==> config.mk <==
export PLATFORM = sky130hd
export DESIGN_NAME = e1_ts0_dframe_cap
export DESIGN_NICKNAME = d
export VERILOG_FILES = /design/src/rtl/e1_ts0_pkg.sv /design/src/rtl/ts0_shifter.sv /design/src/rtl/dfr_seq_fsm.sv /design/src/rtl/dfr_publish.sv /design/src/rtl/e1_ts0_dframe_cap.sv
export SDC_FILE = /design/constraint.sdc
export NUM_CORES = 1
export LEC_CHECK = 0
export CAP_MARGIN = 0
export CORE_ASPECT_RATIO = 0.9
export CORE_MARGIN = 5
export CORE_UTILIZATION = 58
export CTS_CLUSTER_SIZE = 8
export DETAILED_ROUTE_END_ITERATION = 16
export PLACE_DENSITY = 0.87
export SLEW_MARGIN = 5
export SYNTH_ARGS = -nofsm -noshare
export SYNTH_HDL_FRONTEND = slang
export SYNTH_SLANG_ARGS = --single-unit
==> constraint.sdc <==
create_clock -name clk -period 4.1 [get_ports clk]
set_clock_uncertainty 0.05 [all_clocks]
set_input_delay 0.82 -clock clk [delete_from_list [all_inputs] [get_ports clk]]
set_output_delay 0.82 -clock clk [all_outputs]
set_load 0.02 [all_outputs]
==> src/rtl/e1_ts0_pkg.sv <==
package e1_ts0_pkg;

    typedef enum logic [2:0] {
        ST_IDLE     = 3'd0,
        ST_CAP_ALN  = 3'd1,
        ST_WAIT_NAL = 3'd2,
        ST_CAP_NAL  = 3'd3,
        ST_PAIR_RDY = 3'd4
    } dfr_state_e;

endpackage

==> src/rtl/ts0_shifter.sv <==
module ts0_shifter #(
    parameter int W = 8
) (
    input  logic         clk,
    input  logic         rst_n,
    input  logic         shift_i,
    input  logic         restart_i,
    input  logic         bit_i,
    output logic [W-1:0] data_o,
    output logic         full_o
);
    localparam int CW = $clog2(W + 1);

    logic [W-1:0]  sh_q;
    logic [CW-1:0] cnt_q;

    always_ff @(posedge clk) begin
        if (!rst_n) begin
            sh_q  <= '0;
            cnt_q <= '0;
        end else if (shift_i) begin
            sh_q <= {sh_q[W-2:0], bit_i};
            if (restart_i) begin
                cnt_q <= CW'(1);
            end else if (cnt_q != CW'(W)) begin
                cnt_q <= cnt_q + CW'(1);
            end
        end
    end

    assign data_o = sh_q;
    assign full_o = (cnt_q == CW'(W));
endmodule

==> src/rtl/dfr_seq_fsm.sv <==
module dfr_seq_fsm
    import e1_ts0_pkg::*;
(
    input  logic       clk,
    input  logic       rst_n,
    input  logic       bit_en,
    input  logic       frm_start,
    input  logic       frm_is_align,
    input  logic       full_i,
    output logic       shift_o,
    output logic       restart_o,
    output logic       store_aln_o,
    output logic       store_nal_o,
    output logic       publish_o,
    output dfr_state_e state_o
);
    dfr_state_e st_q, st_d;
    logic start_aln, start_nal;

    assign start_aln = bit_en & frm_start & frm_is_align;
    assign start_nal = bit_en & frm_start & ~frm_is_align;

    // state register
    always_ff @(posedge clk) begin
        if (!rst_n) begin
            st_q <= ST_IDLE;
        end else begin
            st_q <= st_d;
        end
    end

    // next state and outputs
    always_comb begin
        st_d        = st_q;
        shift_o     = 1'b0;
        restart_o   = 1'b0;
        store_aln_o = 1'b0;
        store_nal_o = 1'b0;
        publish_o   = 1'b0;
        if (start_aln) begin
            st_d      = ST_CAP_ALN;
            shift_o   = 1'b1;
            restart_o = 1'b1;
            publish_o = (st_q == ST_PAIR_RDY);
        end else if (start_nal) begin
            if (st_q == ST_WAIT_NAL) begin
                st_d      = ST_CAP_NAL;
                shift_o   = 1'b1;
                restart_o = 1'b1;
            end else begin
                st_d = ST_IDLE;
            end
        end else begin
            unique case (st_q)
                ST_IDLE, ST_WAIT_NAL, ST_PAIR_RDY: begin
                    st_d = st_q;
                end
                ST_CAP_ALN: begin
                    if (full_i) begin
                        store_aln_o = 1'b1;
                        st_d        = ST_WAIT_NAL;
                    end else if (bit_en) begin
                        shift_o = 1'b1;
                    end
                end
                ST_CAP_NAL: begin
                    if (full_i) begin
                        store_nal_o = 1'b1;
                        st_d        = ST_PAIR_RDY;
                    end else if (bit_en) begin
                        shift_o = 1'b1;
                    end
                end
                default: st_d = ST_IDLE;
            endcase
        end
    end

    assign state_o = st_q;
endmodule

==> src/rtl/dfr_publish.sv <==
module dfr_publish #(
    parameter int W = 8
) (
    input  logic         clk,
    input  logic         rst_n,
    input  logic [W-1:0] cap_i,
    input  logic         store_aln_i,
    input  logic         store_nal_i,
    input  logic         publish_i,
    input  logic         host_clr,
    output logic [W-1:0] aln_o,
    output logic [W-1:0] nal_o,
    output logic         upd_o,
    output logic         ovr_o
);
    logic [W-1:0] hold_aln_q, hold_nal_q;

    always_ff @(posedge clk) begin
        if (!rst_n) begin
            hold_aln_q <= '0;
            hold_nal_q <= '0;
        end else begin
            if (store_aln_i) hold_aln_q <= cap_i;
            if (store_nal_i) hold_nal_q <= cap_i;
        end
    end

    always_ff @(posedge clk) begin
        if (!rst_n) begin
            aln_o <= '0;
            nal_o <= '0;
        end else if (publish_i) begin
            aln_o <= hold_aln_q;
            nal_o <= hold_nal_q;
        end
    end

    always_ff @(posedge clk) begin
        if (!rst_n) begin
            upd_o <= 1'b0;
            ovr_o <= 1'b0;
        end else begin
            if (publish_i) begin
                upd_o <= 1'b1;
            end else if (host_clr) begin
                upd_o <= 1'b0;
            end
            if (publish_i && upd_o && !host_clr) begin
                ovr_o <= 1'b1;
            end else if (host_clr) begin
                ovr_o <= 1'b0;
            end
        end
    end
endmodule

==> src/rtl/e1_ts0_dframe_cap.sv <==
module e1_ts0_dframe_cap
    import e1_ts0_pkg::*;
#(
    parameter int TS_BITS = 8
) (
    input  logic               clk,
    input  logic               rst_n,
    input  logic               bit_en,
    input  logic               bit_in,
    input  logic               frm_start,
    input  logic               frm_is_align,
    input  logic               host_clr,
    output logic [TS_BITS-1:0] aln_word,
    output logic [TS_BITS-1:0] nal_word,
    output logic               upd_flag,
    output logic               ovr_flag
);
    logic [TS_BITS-1:0] cap_w;
    logic full_w, shift_w, restart_w, st_aln_w, st_nal_w, pub_w;
    dfr_state_e state_w;

    ts0_shifter #(.W(TS_BITS)) u_shift (
        .clk       (clk),
        .rst_n     (rst_n),
        .shift_i   (shift_w),
        .restart_i (restart_w),
        .bit_i     (bit_in),
        .data_o    (cap_w),
        .full_o    (full_w)
    );

    dfr_seq_fsm u_seq (
        .clk          (clk),
        .rst_n        (rst_n),
        .bit_en       (bit_en),
        .frm_start    (frm_start),
        .frm_is_align (frm_is_align),
        .full_i       (full_w),
        .shift_o      (shift_w),
        .restart_o    (restart_w),
        .store_aln_o  (st_aln_w),
        .store_nal_o  (st_nal_w),
        .publish_o    (pub_w),
        .state_o      (state_w)
    );

    dfr_publish #(.W(TS_BITS)) u_pub (
        .clk         (clk),
        .rst_n       (rst_n),
        .cap_i       (cap_w),
        .store_aln_i (st_aln_w),
        .store_nal_i (st_nal_w),
        .publish_i   (pub_w),
        .host_clr    (host_clr),
        .aln_o       (aln_word),
        .nal_o       (nal_word),
        .upd_o       (upd_flag),
        .ovr_o       (ovr_flag)
    );
endmodule

=== After elaboration in Yosys (flattened, before gate mapping) ===
Cells that the tools add are included.
Widths: inputs -> output; s select.

* Output and inout port bits: 18
* Register bits after elaboration: 49
* Input port bits: 7
* Word-level logic and storage cells: 68

* Eq/ne operators: 12
* Add/subtract/negate cells: 1
* Mux-type cells: 27
* Bitwise gates (word level): 5
* Reduce and logical (&&, ||, !) cells: 13

{| class="wikitable"
|+ Operators with widths
! operator !! count
|-
| $mux 1 || 20
|-
| $mux 3 || 3
|-
| $pmux 3 s3 || 1
|-
| $mux 4 || 2
|-
| $ne 4x2->1 const B || 2
|-
| $eq 3x2->1 const B || 2
|-
| $ne 3x2->1 const B || 2
|-
| $reduce_and 3->1 || 2
|-
| $reduce_bool 2->1 || 3
|-
| $add 4x1->4 const B || 1
|-
| $eq 4x4->1 const B || 1
|-
| $ne 4x4->1 const B || 1
|-
| $reduce_or 2->1 || 2
|-
| $and 1x1->1 || 3
|-
| $eq 3x1->1 const B || 1
|-
| $eq 3x3->1 const B || 1
|-
| $logic_not 3->1 || 1
|-
| $ne 3x1->1 const B || 1
|-
| $reduce_or 3->1 || 1
|-
| $logic_and 1x1->1 || 2
|-
| $mux 2 || 1
|-
| $ne 2x1->1 const B || 1
|-
| $not 1->1 || 2
|-
| $reduce_and 2->1 || 1
|-
| $logic_not 1->1 || 1
|}

=== Logic depth before layout (Yosys ltp) ===
Gate-level depths: netlist of the first run.

* Depth in word-level cells: 6
* Mapped depth: 8
* Depth with buffers taken out: 6

=== Hierarchy ===
A second synthesis of the first run with hierarchy kept.

* Cell total of the unflattened synthesis: 190
* Area total of the unflattened synthesis: 2020.7 um^2

{| class="wikitable"
|+ Modules (own cells, without submodules)
! module !! seq. area each (um^2) !! cells each !! area an instance (um^2) !! instances
|-
| dfr_publish || 680.7 || 109 || 1291.2 || 1
|-
| ts0_shifter || 240.2 || 53 || 526.8 || 1
|-
| dfr_seq_fsm || 60.1 || 28 || 202.7 || 1
|}

=== Worst setup path after synthesis of the first run ===
OpenSTA, ideal clock, no wires.

* Path type: input to register
* Start: input frm_start
* End: register u_shift.sh_q[0] (netlist: u_shift.data_o[0])
* Cell stages on the path: 3
* Setup slack: 2.288 ns
* Arrival: 1.690 ns
* Setup time: 0.072 ns
* Cell sequence: nor2b_1 -> o31ai_4 -> mux2i_1

* Cells in the longest elaborated chain, start to end: 4
* Elaborated cells between the ends (all ways): 5
* Those cells by class: mux: 2; bitwise: 3

{| class="wikitable"
|+ RTL lines
! what !! line !! source
|-
| start, declared || e1_ts0_dframe_cap.sv:10 || <nowiki>input logic frm_start,</nowiki>
|-
| $and 1x1->1 * || dfr_seq_fsm.sv:20, dfr_seq_fsm.sv:21 ||
|-
| $and 1x1->1 || dfr_seq_fsm.sv:21 || <nowiki>assign start_nal = bit_en & frm_start & ~frm_is_align;</nowiki>
|-
| $mux 1 || dfr_seq_fsm.sv:45 || <nowiki>end else if (start_nal) begin</nowiki>
|-
| $mux 1 * || dfr_seq_fsm.sv:40 || <nowiki>if (start_aln) begin</nowiki>
|-
| end signal, assigned || ts0_shifter.sv:22 || <nowiki>sh_q <= {sh_q[W-2:0], bit_i};</nowiki>
|-
| end, declared || ts0_shifter.sv:14 || <nowiki>logic [W-1:0] sh_q;</nowiki>
|}

Every way passes the cells marked *; elsewhere a longest branch is shown, timed or not.
A chain may end at the register's enable or synchronous reset.

=== Worst setup path in the final report of the first run ===
* Start: input bit_en
* End: register u_pub.ovr_o

* Cells in the longest elaborated chain, start to end: 6
* Elaborated cells between the ends (all ways): 7
* Those cells by class: mux: 2; bitwise: 2; reduce/logical: 3

{| class="wikitable"
|+ RTL lines
! what !! line !! source
|-
| start, declared || e1_ts0_dframe_cap.sv:8 || <nowiki>input logic bit_en,</nowiki>
|-
| $and 1x1->1 * (2 in a row) || dfr_seq_fsm.sv:20 || <nowiki>assign start_aln = bit_en & frm_start & frm_is_align;</nowiki>
|-
| $mux 1 * || dfr_seq_fsm.sv:40 ||
|-
| $logic_and 1x1->1 * (2 in a row) || dfr_publish.sv:48 || <nowiki>if (publish_i && upd_o && !host_clr) begin</nowiki>
|-
| $mux 1 or $reduce_bool 2->1 (tied branches) || n/a ||
|-
| end signal, assigned || dfr_publish.sv:41 || <nowiki>ovr_o <= 1'b0;</nowiki>
|-
| end signal, assigned || dfr_publish.sv:49 || <nowiki>ovr_o <= 1'b1;</nowiki>
|-
| end signal, assigned || dfr_publish.sv:51 || <nowiki>ovr_o <= 1'b0;</nowiki>
|-
| end, declared || dfr_publish.sv:14 || <nowiki>output logic ovr_o</nowiki>
|}

Marked as above.

==> results of run 1 <==
-- kinds of logic after synthesis --
logic type,share of synthesized area [%]
DFF,49.37
and+or+nand+nor,22.48
xor gates and xnor gates,0.8818
AOI/OAI and AO/OA,9.824
muxes,13.10
adders and majority gates,1.259
buffers and inverters,3.085
-- area by class of cell --
type                            instances  area, um^2  share of cell area [%]
Sequential cell                        49       980.9                   42.24
Multi-Input combinational cell        142       944.7                   40.68
Inverter                                2       7.507                  0.3233
Clock buffer                            7       86.33                   3.718
Tap cell                               44       55.05                   2.371
Timing Repair Buffer                   25       247.7                   10.67
-- worst reg2reg max path, delay by kind of cell (launching register included) --
| kind | cells | cell delay (ps) |
|---|---|---|
| DFF | 1 | 350 |
| muxes | 1 | 340 |
| buffers and inverters | 1 | 70 |
| adders and majority gates | 1 | 160 |
| and+or+nand+nor | 3 | 970 |
-- sequential cells by signal (all words and copies together) (netlist names) --
register	flops
u_pub.hold_aln_q	8
u_pub.upd_o	1
u_shift.data_o	8
u_seq.state_o	3
u_pub.ovr_o	1
u_pub.aln_o	8
u_shift.cnt_q	4
u_pub.hold_nal_q	8
u_pub.nal_o	8
-- routing by layer --
metal,GRT usage (%),vias up,share of wire [%]
li1,-,726,-
met1,20.11,626,50
met2,24.66,27,43
met3,4.893,6,4.5
met4,4.930,0,1.6
met5,0,-,0
-- worst paths after layout --
path	from	slack [ps]	to
setup / recovery	bit_en	1850	u_pub.ovr_o
hold / removal	u_pub.aln_o[1]	400	u_pub.aln_o[1]
setup reg to reg	u_shift.cnt_q[0]	2070	u_pub.hold_aln_q[1]
hold reg to reg	u_pub.aln_o[1]	400	u_pub.aln_o[1]
-- report_power, final --
| part | switching, mW | internal, mW | total (mW) |
|---|---|---|---|
| registers | 0.00223 | 0.477 | 0.479 |
| logic | 0.0155 | 0.0165 | 0.0320 |
| clock network | 0.142 | 0.134 | 0.276 |
-- cells in the final DEF, fill, tap and decap left out --
master,count
ha_1,2
dfxtp_1,49
nand4_2,1
buf_4,1
nor3_1,1
inv_1,2
and3_1,1
and2b_1,1
a32oi_1,1
nor2_1,6
nor2b_1,17
and3b_1,1
nand2_1,45
nand3_1,2
nor3b_1,4
o22ai_1,1
mux2i_1,26
nor3b_2,1
clkbuf_1,1
a21boi_1,1
nor3_2,1
clkdlybuf4s50_1,24
a21boi_0,18
o21ai_1,1
a31oi_1,1
xnor2_1,2
o31ai_4,1
clkbuf_8,6
and2_1,2
nand2b_1,1
nand4b_1,1
nand3b_2,1
nand3b_1,1
a21oi_1,1
-- metrics by stage --
step | hold WS, ps | cell area (um^2) | worst slack (ps) | utilization, % | std cells
final | 402.9 | 2322 | 1852 | 69.77 | 269
after floorplan | 380.4 | 1987 | 2288 | - | 203
after detailed placement | 397.0 | 2236 | 1507 | 67.18 | 262
after global routing | 442.2 | 2322 | 1683 | 69.77 | 269
after global placement | 391.4 | 2236 | 1632 | 67.18 | 262
after CTS | 408.1 | 2322 | 1835 | 69.77 | 269
==> results.cfg, run 1 <==
[synth]
synth.top_cell.area_share_pct = 49.37
ys_types = 34
synthArstFlopShare_pct = 0
yosysMostFrequentCell = dfxtp_1
synth-edff-count = 0
synth.area.top_cells = dfxtp_1 49%, mux2i_1 13%, nand2_1 8.5%
yosysWarnings = 0
synthesis.nets = 212
synth_area_per_cell_um2 = 9.788
syn_area_mm2 = 0.001987
synth.yosys.seq_area_share_pct = 49.37
synthFlopType = dfxtp_1
netlist.top_cell.by_area = dfxtp_1
ys_ff_latch = 49
synth_commonest_cells = 49 x dfxtp_1, 45 x nand2_1, 26 x mux2i_1
netlist_instances = 203

[die]
rows = 20
dieArea_mm2 = 0.004698
initial_utilization_pct = 59.70
die_x_um = 71.70
fp.coreArea_mm2 = 0.003328
die_h_um = 65.53
ios = 25

[clock_network]
tritoncts = built
htreeDepth = 2
path_clk_slew_ps = 80
cts_buffers = 5
clock_latency_ps = 290
post_cts_resized = 0
root_buffer = clkbuf_8
post-cts-setup-buffers = 0
cts.sink_count = 49
ctsHoldBuffers = 0
clockBufferDepth = 2

[outcome]
status = completed

[worst_setup_path]
path_cells = clkdlybuf4s50_1, and3_1, and2_1, a21oi_1, nor3b_1
cpMaxStageDelayCell = clkdlybuf4s50_1
crit_buf_inv = 1
crit_fanout = 17
cp-end-kind = flop
cp.arrival_ps = 2420
path_depth = 5
worst_setup_path_start_kind = input pin
critPathRequiredTime_ps = 4270
slowest_delay_ps = 530
r2r_cells = 6
path_class = in2reg
crit_family = simple AND/OR/NAND/NOR gates

[layout]
drive_above_1_share_pct = 5.333
areaGrowthSynthToFinish_pct = 16.88
fillers = 265
diodes = 0
nNetsFinal = 234

[grt]
grt_pass1_wl_um = 5796
grt_antenna_before_repair = 0
grt_pass1_vias = 1321
track_usage_pct = 15.54
gr-total-overflow = 0
grt_max_degree = 49

[timing]
setup_viol = 0
finalSetupTns_ps = 0
slew_headroom_pct = 60.44
fmax_mhz = 444.9
fin_crit_ps = 2248
hold_violations = 0
rsz0062_at_grt = false
finalMaxSlewViolations = 0
worst_slew_pin_slew_ps = 592.0
fin_crit_sh_pct = 54.82

[detailed_routing]
vias = 1385
routed_wl_um = 3350
wire_per_inst_um = 12.45
drtIter0Drc = 94
drcViolationCount = 0
viasPerCell = 5.149
ant_nets = 0
first_pass_iters = 4

[hold_path]
min_path_cells = 2
min_path_type = reg2reg

[place]
gp_congestion = 0.7573
port-buffer-count = 24
hpwl_um = 2297

[power]
vdd_drop_max_mv = 0.2289
p_per_area_mw_per_mm2 = 338.9
p_total_mw = 0.7869
leakagePower_nw = 0.8897

[run]
drv_cap = 0
Power figures use the tool's default switching activity.
==> run 2: changes to the inputs <==
--- a/config.mk
+++ b/config.mk
@@ -8,10 +8,10 @@
 export CAP_MARGIN = 0
 export CORE_ASPECT_RATIO = 0.9
 export CORE_MARGIN = 5
-export CORE_UTILIZATION = 58
+export CORE_UTILIZATION = 54
 export CTS_CLUSTER_SIZE = 8
 export DETAILED_ROUTE_END_ITERATION = 16
-export PLACE_DENSITY = 0.87
+export PLACE_DENSITY = 0.82
 export SLEW_MARGIN = 5
 export SYNTH_ARGS = -nofsm -noshare
 export SYNTH_HDL_FRONTEND = slang
==> constraint.sdc (replaced) <==
create_clock -name clk -period 2.2 [get_ports clk]
set_clock_uncertainty 0.05 [all_clocks]
set_input_delay 0.44 -clock clk [delete_from_list [all_inputs] [get_ports clk]]
set_output_delay 0.44 -clock clk [all_outputs]
set_load 0.02 [all_outputs]
==> run 2 against run 1 <==
Net effect: clock power grew 89%; total power grew 88%; cell count grew 1.5%; clock-buffer cell count shrank 2; critical path type is now reg2reg; register-to-register slack lost 1700 ps; critical path depth grew 1; critical endpoint is now u_pub.hold_nal_q[3]; die area grew 6.3%; final area grew 1.1%; combinational power grew 87%; non-clock buffer count grew 3; worst hold slack gained 6.4 ps; global-route usage shrank 0.085 points.
==> results.cfg, run 2 (same netlist as run 1, synthesis figures left out) <==
[outcome]
status = completed

[clock_network]
post_cts_resized = 0
cts.sink_count = 49
cts_buffers = 5
path_clk_slew_ps = 90
clockBufferDepth = 2
clock_latency_ps = 300
root_buffer = clkbuf_8
post-cts-setup-buffers = 0
ctsHoldBuffers = 0
tritoncts = built
htreeDepth = 2

[die]
die_x_um = 73.94
initial_utilization_pct = 57.54
die_h_um = 67.55
fp.coreArea_mm2 = 0.003453
rows = 20
ios = 25
dieArea_mm2 = 0.004994

[timing]
setup_viol = 0
rsz0062_at_grt = false
hold_violations = 0
finalMaxSlewViolations = 0
worst_slew_pin_slew_ps = 574.1
slew_headroom_pct = 61.73
fin_crit_ps = 1853
finalSetupTns_ps = 0
fin_crit_sh_pct = 84.21
fmax_mhz = 539.8

[run]
drv_cap = 0

[worst_setup_path]
cp-end-kind = flop
slowest_delay_ps = 400
path_class = reg2reg
cpMaxStageDelayCell = nand4_2
critPathRequiredTime_ps = 2340
crit_family = simple AND/OR/NAND/NOR gates
crit_buf_inv = 1
crit_fanout = 8
worst_setup_path_start_kind = flop
cp.arrival_ps = 2000
path_cells = inv_1, ha_1, and3b_1, nand4_2, mux2i_1, nor2b_1

[power]
p_per_area_mw_per_mm2 = 628.7
vdd_drop_max_mv = 0.4094
leakagePower_nw = 0.9037

[detailed_routing]
routed_wl_um = 3403
vias = 1397
first_pass_iters = 4
drtIter0Drc = 63
drcViolationCount = 0
viasPerCell = 5.117
ant_nets = 0
wire_per_inst_um = 12.47

[layout]
drive_above_1_share_pct = 7.424
nNetsFinal = 237
diodes = 0
areaGrowthSynthToFinish_pct = 18.20
fin_util_pct = 68.01
mostFrequentLayoutCells = 49 x dfxtp_1, 45 x nand2_1, 26 x mux2i_1
layout_commonest_cell = dfxtp_1

[place]
gp_congestion = 0.7901
hpwl_um = 2402
port-buffer-count = 24

[grt]
gr-total-overflow = 0
grt_pass1_vias = 1343
track_usage_pct = 15.46
grt_pass1_wl_um = 5996
grt_max_degree = 49
grt_antenna_before_repair = 0

[hold_path]
min_path_type = reg2reg
[run 2: changes by cell type in the layout (fill, tap and decap cells not counted), sizes merged]
cell | before | now
buf | 1 | 4
clkinv | 0 | 1
clkinvlp | 0 | 1
inv | 2 | 3
clkbuf | 7 | 5
[run 2: per-stage QoR]
stage | instances | worst slack, ps | instance area [um^2] | power, mW | hold slack, ps
final | 273 | 347.5 | 2349 | 1.476 | 409.3
after global routing | 273 | 236.1 | 2349 | 1.544 | 445.6
after CTS | 273 | 336.0 | 2349 | 1.492 | 411.2
after detailed placement | 265 | 132.1 | 2258 | 0.9747 | 397.7
after global placement | 265 | 196.5 | 2258 | 0.9735 | 392.0
after floorplan | 203 | 565.8 | 1987 | 0.9539 | 380.4
[run 2: worst min-delay path, delay by kind of cell (launching register included)]
family           cells  cell delay (ps)
AND/OR/NAND/NOR      1               50
AO/OA/AOI/OAI        1               50
flip-flops           1              320
[run 2: path summary, 6_finish.rpt]
kind                     from             endpoint  slack (ps)  depth (start not counted)
min            u_pub.aln_o[1]       u_pub.aln_o[1]         410                          2
min reg2reg    u_pub.aln_o[1]       u_pub.aln_o[1]         410                          2
max          u_shift.cnt_q[0]  u_pub.hold_nal_q[3]         350                          6
max reg2reg  u_shift.cnt_q[0]  u_pub.hold_nal_q[3]         350                          6
[run 2: routing by layer]
| metal | global-route usage (%) | vias up | share of wire, % |
|---|---|---|---|
| met5 | 0 | - | 0 |
| met4 | 6.109 | 0 | 1.8 |
| met3 | 3.125 | 7 | 3.3 |
| met2 | 24.23 | 22 | 44 |
| met1 | 20.86 | 643 | 51 |
| li1 | - | 725 | - |
[run 2: report_power, final]
| part | internal, mW | leakage, nW | switching (mW) |
|---|---|---|---|
| combinational | 0.0308 | 0.464 | 0.0290 |
| clock | 0.226 | 0.0445 | 0.298 |
| sequential | 0.889 | 0.395 | 0.00401 |
| total | 1.15 | 0.904 | 0.331 |
[run 2: cell type report]
cell class              instances  area (um^2)
fillers                       293         1105
flip-flops and latches         49        980.9
multi-input cells             142        944.7
repair buffers                 28        270.3
clock buffers                   5        68.82
well taps                      44        55.05
clock inverters                 3        21.27
inverters                       2        7.507
==> run 3: changes to the inputs <==
==> constraint.sdc (replaced) <==
create_clock -name clk -period 1.9 [get_ports clk]
set_clock_uncertainty 0.05 [all_clocks]
set_input_delay 0.38 -clock clk [delete_from_list [all_inputs] [get_ports clk]]
set_output_delay 0.38 -clock clk [all_outputs]
set_load 0.02 [all_outputs]
==> run 3 against run 2 <==
Net effect: register-to-register slack lost 190 ps; first-iteration DRC count is 59% higher; final area up 3.9%; combinational power grew 35%; setup slack worse by 190 ps; sequential cell count did not move; global-route usage grew 1.2 points; clock power is 12% higher; total power rose by 15%; clock-buffer cell count is 1 higher; sequential share of layout area down 1.6 points; largest cell class unchanged.
==> results.cfg, run 3 (same netlist as run 1, synthesis figures left out) <==
[grt]
grt_pass1_wl_um = 6175
grt_antenna_before_repair = 0
track_usage_pct = 16.68
gr-total-overflow = 0
grt_pass1_vias = 1279
grt_max_degree = 49

[clock_network]
root_buffer = clkbuf_8
ctsHoldBuffers = 0
cts_buffers = 5
htreeDepth = 2
clockBufferDepth = 2
tritoncts = built
clock_latency_ps = 300
post-cts-setup-buffers = 0
cts.sink_count = 49
path_clk_slew_ps = 80
post_cts_resized = 0

[outcome]
status = completed

[timing]
finalSetupTns_ps = 0
rsz0062_at_grt = false
worst_slew_pin_slew_ps = 427.2
fmax_mhz = 572.7
worst_slack_ps = 154.0
finalMaxSlewViolations = 0
hold_violations = 0
fin_crit_sh_pct = 91.89
fin_crit_ps = 1746
setup_viol = 0
slew_headroom_pct = 71.46

[worst_setup_path]
endpoint = u_shift.data_o[3]
r2r_end = u_shift.data_o[3]
critPathRequiredTime_ps = 2080
crit_fanout = 8
path_class = reg2reg
r2r_slack_ps = 150
worst_setup_path_start_kind = flop
cp.arrival_ps = 1930
r2r-start = u_shift.cnt_q[0]
r2r_cells = 7
cp-end-kind = flop
startpoint = u_shift.cnt_q[0]

[die]
initial_utilization_pct = 57.54
rows = 20
die_x_um = 73.94
dieArea_mm2 = 0.004994
die_h_um = 67.55
fp.coreArea_mm2 = 0.003453
ios = 25

[run]
drv_cap = 0

[place]
gp_congestion = 0.7915
hpwl_um = 2469
dp_slack_ps = 22.76
dp_cells = 270
port-buffer-count = 24

[detailed_routing]
routed_wl_um = 3577
drtIter0Drc = 100
wire_per_inst_um = 12.87
drcViolationCount = 0
first_pass_iters = 4
viasPerCell = 5.079
ant_nets = 0
vias = 1412

[layout]
nNetsFinal = 242
stdcell_count = 278
areaGrowthSynthToFinish_pct = 22.86
fin_util_pct = 70.69
mostFrequentLayoutCells = 49 x dfxtp_1, 45 x nand2_1, 26 x mux2i_1
fillers = 275
diodes = 0
drive_above_1_share_pct = 8.974
layout_commonest_cell = dfxtp_1

[power]
leakagePower_nw = 0.9513
p_total_mw = 1.700
vdd_drop_max_mv = 0.4786
p_per_area_mw_per_mm2 = 696.2

[hold_path]
min_path_cells = 2
min_path_type = reg2reg
## run 3: cell count changes in the layout (fill, tap and decap cells not counted), sizes merged
| cell | delta |
|---|---|
| clkinv | +1 |
| clkinvlp | -1 |
| inv | -1 |
| clkbuf | +1 |
| buf | +5 |
## run 3: per-layer routing
layer  up-vias  global-route usage, %  wire (um)
li1        736                      -          -
met1       643                  23.33       1870
met2        27                  22.57       1465
met3         6                  5.804        173
met4         0                  8.145         68
met5         -                      0          0
## run 3: worst min path at each step
stage,slack (ps),endpoint,from
2_1_floorplan,380,u_pub.aln_o[1],u_pub.hold_aln_q[1]
3_3_place_gp,390,u_pub.aln_o[1],u_pub.aln_o[1]
3_5_place_dp,400,u_pub.aln_o[1],u_pub.hold_aln_q[1]
4_1_cts,410,u_pub.aln_o[1],u_pub.aln_o[1]
5_1_grt,440,u_pub.nal_o[1],u_pub.nal_o[1]
6_report,410,u_pub.aln_o[1],u_pub.aln_o[1]
## run 3: report_power, final
part / leakage [nW] / total [mW] / switching (mW) / internal, mW
clock: 0.0450 / 0.585 / 0.329 / 0.255
combinational: 0.512 / 0.0807 / 0.0361 / 0.0446
sequential: 0.395 / 1.03 / 0.00468 / 1.03
## run 3: final cells by class
cell class	count	area [um^2]	area share [%]
Timing Repair Buffer	33	370.4	15.17
Sequential cell	49	980.9	40.18
Tap cell	44	55.05	2.255
Multi-Input combinational cell	142	944.7	38.70
Inverter	2	7.507	0.3075
Clock buffer	6	72.57	2.973
Clock inverter	2	10.01	0.4100
## run 3: per-stage QoR
stage / area, um^2 / hold WS, ps
3_3_place_gp: 2359 / 391.5
5_1_grt: 2441 / 437.5
6_report: 2441 / 407.0
4_1_cts: 2441 / 408.3
3_5_place_dp: 2359 / 396.4
2_1_floorplan: 1987 / 380.4
## run 3: critical path, stage by stage, from the launching register on
cell	delay (ps)
dfxtp_1	400
inv_1	60
ha_1	210
and3b_1	220
buf_4	170
o31ai_4	200
buf_12	170
mux2i_1	190
